==> src/rtl/pshift_pkg.sv <==
package pshift_pkg;

  localparam int OPC_W    = 8;
  localparam int SEL_W    = 3;
  localparam logic [SEL_W-1:0] MEM_CODE = 3'd6;

  typedef enum logic [1:0] {
    SHK_LEFT = 2'b00,
    SHK_ASR  = 2'b01,
    SHK_LSR  = 2'b11
  } shKindE;

  // strobes from control to datapath
  typedef struct packed {
    logic idle;    // load port may write
    logic load;    // capture opcode fields
    logic capMem;  // capture memory read data
    logic commit;  // write result and flags
  } ctlStrobeS;

  function automatic logic opIsShift(input logic [OPC_W-1:0] op);
    return (op[7:5] == 3'b001) && (op[4:3] != 2'b10);
  endfunction

  function automatic shKindE opKind(input logic [OPC_W-1:0] op);
    return shKindE'(op[4:3]);
  endfunction

endpackage

==> src/rtl/pshift_ctrl.sv <==
module pshift_ctrl
  import pshift_pkg::*;
#(
  parameter int REG_CYCLES = 8,
  parameter int MEM_CYCLES = 16
) (
  input  logic             clk,
  input  logic             rstN,
  input  logic             start,
  input  logic [OPC_W-1:0] opcode,
  output ctlStrobeS        strb,
  output logic             busy,
  output logic             done,
  output logic             unsupported,
  output logic             memRdEn,
  output logic             memWrEn
);

  localparam int CNT_W = $clog2(MEM_CYCLES);
  localparam logic [CNT_W-1:0] REG_LAST = CNT_W'(REG_CYCLES - 2);
  localparam logic [CNT_W-1:0] MEM_LAST = CNT_W'(MEM_CYCLES - 2);

  typedef enum logic {ST_IDLE, ST_RUN} stateE;

  stateE            stateQ;
  logic [CNT_W-1:0] cntQ;
  logic             isMemQ;
  logic             lastCycle;
  logic             accept;

  assign accept    = (stateQ == ST_IDLE) && start && opIsShift(opcode);
  assign lastCycle = (stateQ == ST_RUN) && (cntQ == (isMemQ ? MEM_LAST : REG_LAST));

  always_ff @(posedge clk or negedge rstN) begin
    if (!rstN) begin
      stateQ      <= ST_IDLE;
      cntQ        <= '0;
      isMemQ      <= 1'b0;
      done        <= 1'b0;
      unsupported <= 1'b0;
    end else begin
      done        <= 1'b0;
      unsupported <= 1'b0;
      case (stateQ)
        ST_IDLE: begin
          if (accept) begin
            stateQ <= ST_RUN;
            cntQ   <= '0;
            isMemQ <= (opcode[SEL_W-1:0] == MEM_CODE);
          end else if (start) begin
            unsupported <= 1'b1;
          end
        end
        default: begin
          if (lastCycle) begin
            stateQ <= ST_IDLE;
            done   <= 1'b1;
          end else begin
            cntQ <= cntQ + 1'b1;
          end
        end
      endcase
    end
  end

  assign busy    = (stateQ == ST_RUN);
  assign memRdEn = busy && isMemQ && (cntQ == '0);
  assign memWrEn = lastCycle && isMemQ;

  always_comb begin
    strb.idle   = !busy;
    strb.load   = accept;
    strb.capMem = busy && isMemQ && (cntQ == CNT_W'(1));
    strb.commit = lastCycle;
  end

endmodule

==> src/rtl/pshift_dp.sv <==
module pshift_dp
  import pshift_pkg::*;
#(
  parameter int DATA_W = 8
) (
  input  logic                      clk,
  input  logic                      rstN,
  input  ctlStrobeS                 strb,
  input  logic [OPC_W-1:0]          opcode,
  input  logic                      ldEn,
  input  logic [SEL_W-1:0]          ldSel,
  input  logic [DATA_W-1:0]         ldData,
  input  logic [DATA_W-1:0]         memRdData,
  output logic [2*DATA_W-1:0]       memAddr,
  output logic [DATA_W-1:0]         memWrData,
  output logic [(1<<SEL_W)*DATA_W-1:0] regOut,
  output logic [3:0]                flags
);

  localparam int NUM_SLOTS = 1 << SEL_W;
  localparam logic [SEL_W-1:0] IDX_H = 3'd4;
  localparam logic [SEL_W-1:0] IDX_L = 3'd5;

  logic [DATA_W-1:0] regQ [NUM_SLOTS];
  logic [DATA_W-1:0] memByteQ;
  logic [SEL_W-1:0]  selQ;
  shKindE            kindQ;
  logic [3:0]        flagQ;

  logic [DATA_W-1:0] operand;
  logic [DATA_W-1:0] shRes;
  logic              shCarry;

  assign operand = (selQ == MEM_CODE) ? memByteQ : regQ[selQ];

  always_comb begin
    case (kindQ)
      SHK_LEFT: begin
        shRes   = {operand[DATA_W-2:0], 1'b0};
        shCarry = operand[DATA_W-1];
      end
      SHK_ASR: begin
        shRes   = {operand[DATA_W-1], operand[DATA_W-1:1]};
        shCarry = operand[0];
      end
      default: begin
        shRes   = {1'b0, operand[DATA_W-1:1]};
        shCarry = operand[0];
      end
    endcase
  end

  always_ff @(posedge clk or negedge rstN) begin
    if (!rstN) begin
      for (int i = 0; i < NUM_SLOTS; i++) regQ[i] <= '0;
      memByteQ <= '0;
      selQ     <= '0;
      kindQ    <= SHK_LEFT;
      flagQ    <= '0;
    end else begin
      if (strb.load) begin
        selQ  <= opcode[SEL_W-1:0];
        kindQ <= opKind(opcode);
      end
      if (strb.capMem) memByteQ <= memRdData;
      if (strb.commit) begin
        flagQ <= {(shRes == '0), 1'b0, 1'b0, shCarry};
        if (selQ != MEM_CODE) regQ[selQ] <= shRes;
      end else if (strb.idle && ldEn && (ldSel != MEM_CODE)) begin
        regQ[ldSel] <= ldData;
      end
    end
  end

  assign memAddr   = {regQ[IDX_H], regQ[IDX_L]};
  assign memWrData = shRes;
  assign flags     = flagQ;

  for (genvar g = 0; g < NUM_SLOTS; g++) begin : g_view
    if (g == int'(MEM_CODE)) begin : g_hole
      assign regOut[g*DATA_W +: DATA_W] = '0;
    end else begin : g_reg
      assign regOut[g*DATA_W +: DATA_W] = regQ[g];
    end
  end

endmodule

==> src/rtl/pshift_unit.sv <==
module pshift_unit
  import pshift_pkg::*;
#(
  parameter int DATA_W     = 8,
  parameter int REG_CYCLES = 8,
  parameter int MEM_CYCLES = 16
) (
  input  logic                  clk,
  input  logic                  rstN,
  input  logic                  start,
  input  logic [7:0]            opcode,
  input  logic                  ldEn,
  input  logic [2:0]            ldSel,
  input  logic [DATA_W-1:0]     ldData,
  input  logic [DATA_W-1:0]     memRdData,
  output logic                  busy,
  output logic                  done,
  output logic                  unsupported,
  output logic                  memRdEn,
  output logic                  memWrEn,
  output logic [2*DATA_W-1:0]   memAddr,
  output logic [DATA_W-1:0]     memWrData,
  output logic [8*DATA_W-1:0]   regOut,
  output logic [3:0]            flags
);

  ctlStrobeS strb;

  pshift_ctrl #(
    .REG_CYCLES(REG_CYCLES),
    .MEM_CYCLES(MEM_CYCLES)
  ) u_ctrl (
    .clk        (clk),
    .rstN       (rstN),
    .start      (start),
    .opcode     (opcode),
    .strb       (strb),
    .busy       (busy),
    .done       (done),
    .unsupported(unsupported),
    .memRdEn    (memRdEn),
    .memWrEn    (memWrEn)
  );

  pshift_dp #(
    .DATA_W(DATA_W)
  ) u_dp (
    .clk       (clk),
    .rstN      (rstN),
    .strb      (strb),
    .opcode    (opcode),
    .ldEn      (ldEn),
    .ldSel     (ldSel),
    .ldData    (ldData),
    .memRdData (memRdData),
    .memAddr   (memAddr),
    .memWrData (memWrData),
    .regOut    (regOut),
    .flags     (flags)
  );

endmodule

==> config.mk <==
export PLATFORM = sky130hd
export DESIGN_NAME = pshift_unit
export DESIGN_NICKNAME = d
export VERILOG_FILES = /design/src/rtl/pshift_pkg.sv /design/src/rtl/pshift_ctrl.sv /design/src/rtl/pshift_dp.sv /design/src/rtl/pshift_unit.sv
export SDC_FILE = /design/constraint.sdc
export NUM_CORES = 1
export LEC_CHECK = 0
export ABC_AREA = 1
export BUFFER_PORTS_ARGS = -buffer_cell sky130_fd_sc_hd__buf_2
export CAP_MARGIN = 40
export CORE_MARGIN = 5
export CORE_UTILIZATION = 51
export DETAILED_ROUTE_END_ITERATION = 6
export PLACE_DENSITY = 0.73
export SLEW_MARGIN = 20
export SYNTH_ARGS = -nofsm -noshare
export SYNTH_HDL_FRONTEND = slang
export SYNTH_HIERARCHICAL = 1
export SYNTH_SLANG_ARGS = --single-unit
==> constraint.sdc <==
create_clock -name clk -period 2.8 [get_ports clk]
set_clock_uncertainty 0.1 [all_clocks]
set_input_delay 0.42 -clock clk [delete_from_list [all_inputs] [get_ports clk]]
set_output_delay 0.42 -clock clk [all_outputs]
set_load 0.02 [all_outputs]
==> results.cfg <==
[outcome]
outcome = finished, violations left
failed_checks = DRC

[setup_path]
crit_slowest_cell = dfrtp_2
path_cells = nor2_1, buf_4, nand3_1, nand2_1, o21ai_0, nand3_1, nand2_1, clkinv_2, buf_2
r2r_cells = 13
critPathMaxFanout = 11
worst-r2r-setup-slack_ns = 0.15
arrival_ns = 2.16
crit_path_end = memWrData[3]
crit_path_start = u_dp/selQ[1]
worstSetupPathType = reg2out
r2r-start = u_ctrl/cntQ[0]
cp.required_ns = 2.28
r2r-end = u_dp/memAddr[11]
critPathMaxStageDelay_ns = 0.50
startpoint_type = flop
worst_setup_path_end_kind = output pin

[global_route]
grt_overflow = 0
grt_pass1_wl_mm = 26.99
grt_pass1_vias = 5024
grt_max_degree = 46
grt_usage = 0.2703
grt_antenna_before_repair = 0

[layout]
design_area_um2 = 5963
final_common_cell = nand2_1
num_antenna_cells = 0
drive_above_1_share = 0.2400
seqCellArea_um2 = 2028
postLayoutCoreUtil = 0.5725
syn_to_final_growth_pct = 8.912
final_cell_mix = 200 x nand2_1, 116 x buf_2, 109 x a21oi_1
multi_input_area_um2 = 2419
nFillCells = 1025
layout.nets = 884

[synth]
yosysTopAreaCell = dfrtp_1
synthArstFlopShare = 1.000
netlist.area_leader.share = 0.3702
syn-cell-area_um2 = 5475
synth-seq-cells = 81
ys_seq_area_frac = 0.3702
synth.avg_cell_area_um2 = 6.957
synthCells = 787
synthDistinctLibCells = 35
synth_edf_count = 0
ys_warn_count = 6
yosys-top-cells-area = dfrtp_1 37%, nand2_1 14%, buf_4 12%
ys.flop_type = dfrtp_1

[timing]
maxClockFrequency_mhz = 372.7
finalHoldViolCount = 0
period_share = 0.9583
timing.hold.ws_ns = 0.1751
worst_slack_ns = 0.1166
setup_viol = 0
slew_headroom = 0.5462
worst-slew-pin-transition_ns = 0.6769
rsz0062_at_grt = yes
slew_violations = 0
min_period_ns = 2.683

[detailed_routing]
drt-pass1-iter-count = 7
wl_mm = 17.62
via_per_inst = 5.481
wl_per_cell_um = 17.80
route.vias.total = 5426
detail-route-antenna-nets = 0
drcViolationCount = 1
drtIter0Drc = 614

[cts]
clk_latency_ns = 0.35
clkTransAtPathRegs_ns = 0.08
clk_path_buf_depth = 2
cts_setup_buffers = 0
cts-root-buf = clkbuf_8
cts_tree = yes
h-tree-depth = 3
cts_buffers = 9
cts_sinks = 81

[floorplan]
die_h_um = 113.6
dieArea_um2 = 12910
die_w_um = 113.6
coreArea_um2 = 10420
io_pins = 128
rows = 37
start_util = 0.5256

[hold_path]
hp-class = in2reg
hold_depth = 3

[power_and_ir_drop]
irDropWorstVdd_uv = 646.8
power.leakage_nw = 3.189
power_density_nw_per_um2 = 1347

[placed_design]
dpl_worst_slack_ns = 0.1976
io_buffers = 117
placed_area_um2 = 5752
place_congestion = 1.012
dp_hpwl_mm = 13.25

[job]
max_cap_violations = 0
==> worst min-delay path by stage <==
| stage | start | endpoint | slack, ns |
|---|---|---|---|
| after floorplan | rstN | u_ctrl/busy | 0.02 |
| after global placement | u_dp/regQ[10] | u_dp/regQ[10] | 0.26 |
| after detailed placement | u_dp/regQ[12] | u_dp/regQ[12] | 0.28 |
| after CTS | memRdData[0] | u_dp/memByteQ[0] | 0.17 |
| after global routing | memRdData[0] | u_dp/memByteQ[0] | 0.17 |
| final | memRdData[0] | u_dp/memByteQ[0] | 0.18 |
==> repair_timing <==
action,in CTS,in global routing
hold buffers,1,0
endpoints found under the hold margin,36,0
gates resized for setup,0,7
setup endpoints to repair,0,13
==> routing by layer <==
layer / track usage / share of wire / vias to the layer above
met4: 0.1218 / 0.046 / 0
met1: 0.3609 / 0.39 / 2461
met3: 0.05093 / 0.12 / 68
li1: - / - / 2509
met5: 0 / 0 / -
met2: 0.4272 / 0.45 / 388
==> final cells by class <==
class                      count  share of cell area
clock buffer                  12             0.02602
clock inverter                 4            0.004616
inverter                      92             0.05938
multi-input combinational    521              0.4056
sequential                    81              0.3401
tap                          136             0.02854
timing repair buffer         144              0.1358
==> state kept, by name (all words and copies together), names as in the netlist <==
name	count
u_dp/regOut	40
u_dp/regQ	2
u_ctrl/unsupported	1
u_dp/flags	2
u_dp/memByteQ	8
u_ctrl/cntQ	4
u_ctrl/done	1
u_ctrl/busy	1
u_ctrl/isMemQ	1
u_dp/selQ	3
u_dp/memAddr	16
u_dp/kindQ	2
==> power breakdown <==
group	total, mW	switching (mW)	internal [mW]
clock network	0.804	0.434	0.370
registers	2.26	0.556	1.70
logic	4.97	3.50	1.47
total	8.03	4.49	3.54
==> per-stage QoR <==
| step | power [mW] | setup TNS, ns | instances |
|---|---|---|---|
| after floorplan | 5.788 | 0 | 796 |
| after detailed placement | 7.070 | 0 | 972 |
| final | 8.033 | 0 | 990 |
| after global routing | 8.469 | -0.07694 | 990 |
| after global placement | 7.001 | 0 | 972 |
| after CTS | 7.878 | 0 | 989 |
==> synth_stat cells (3+ instances only) <==
| cell type | count |
|---|---|
| nand2_2 | 8 |
| a21oi_1 | 109 |
| buf_2 | 10 |
| nor2_4 | 4 |
| nor2_2 | 3 |
| buf_4 | 86 |
| nor3_2 | 3 |
| inv_2 | 14 |
| dfrtp_1 | 81 |
| inv_1 | 72 |
| clkinv_1 | 3 |
| nand2_1 | 201 |
| clkbuf_1 | 6 |
| ha_1 | 4 |
| nor2_1 | 92 |
| clkinv_2 | 3 |
| nand3_1 | 41 |
| a22oi_1 | 4 |
| nand4_1 | 5 |
| o21ai_0 | 16 |
==> kinds of logic after synthesis <==
family                     count (synthesis)  synth area share
adders and majority gates                  4          0.009141
xor gates and xnor gates                   1          0.001600
muxes                                      2          0.004113
and+or+nand+nor                          366            0.2856
buffers and inverters                    195            0.1970
AOI/OAI and AO/OA                        137            0.1316
other                                      1         0.0006849
DFF                                       81            0.3702
==> worst max-delay path, delay by kind of cell, from the launching register on <==
family                 cells  cell delay (ns)
buffers and inverters      3             0.44
DFF                        1             0.50
and+or+nand+nor            5             0.59
AOI/OAI and AO/OA          1             0.28
No activity file was read; power rests on OpenSTA's default activity.
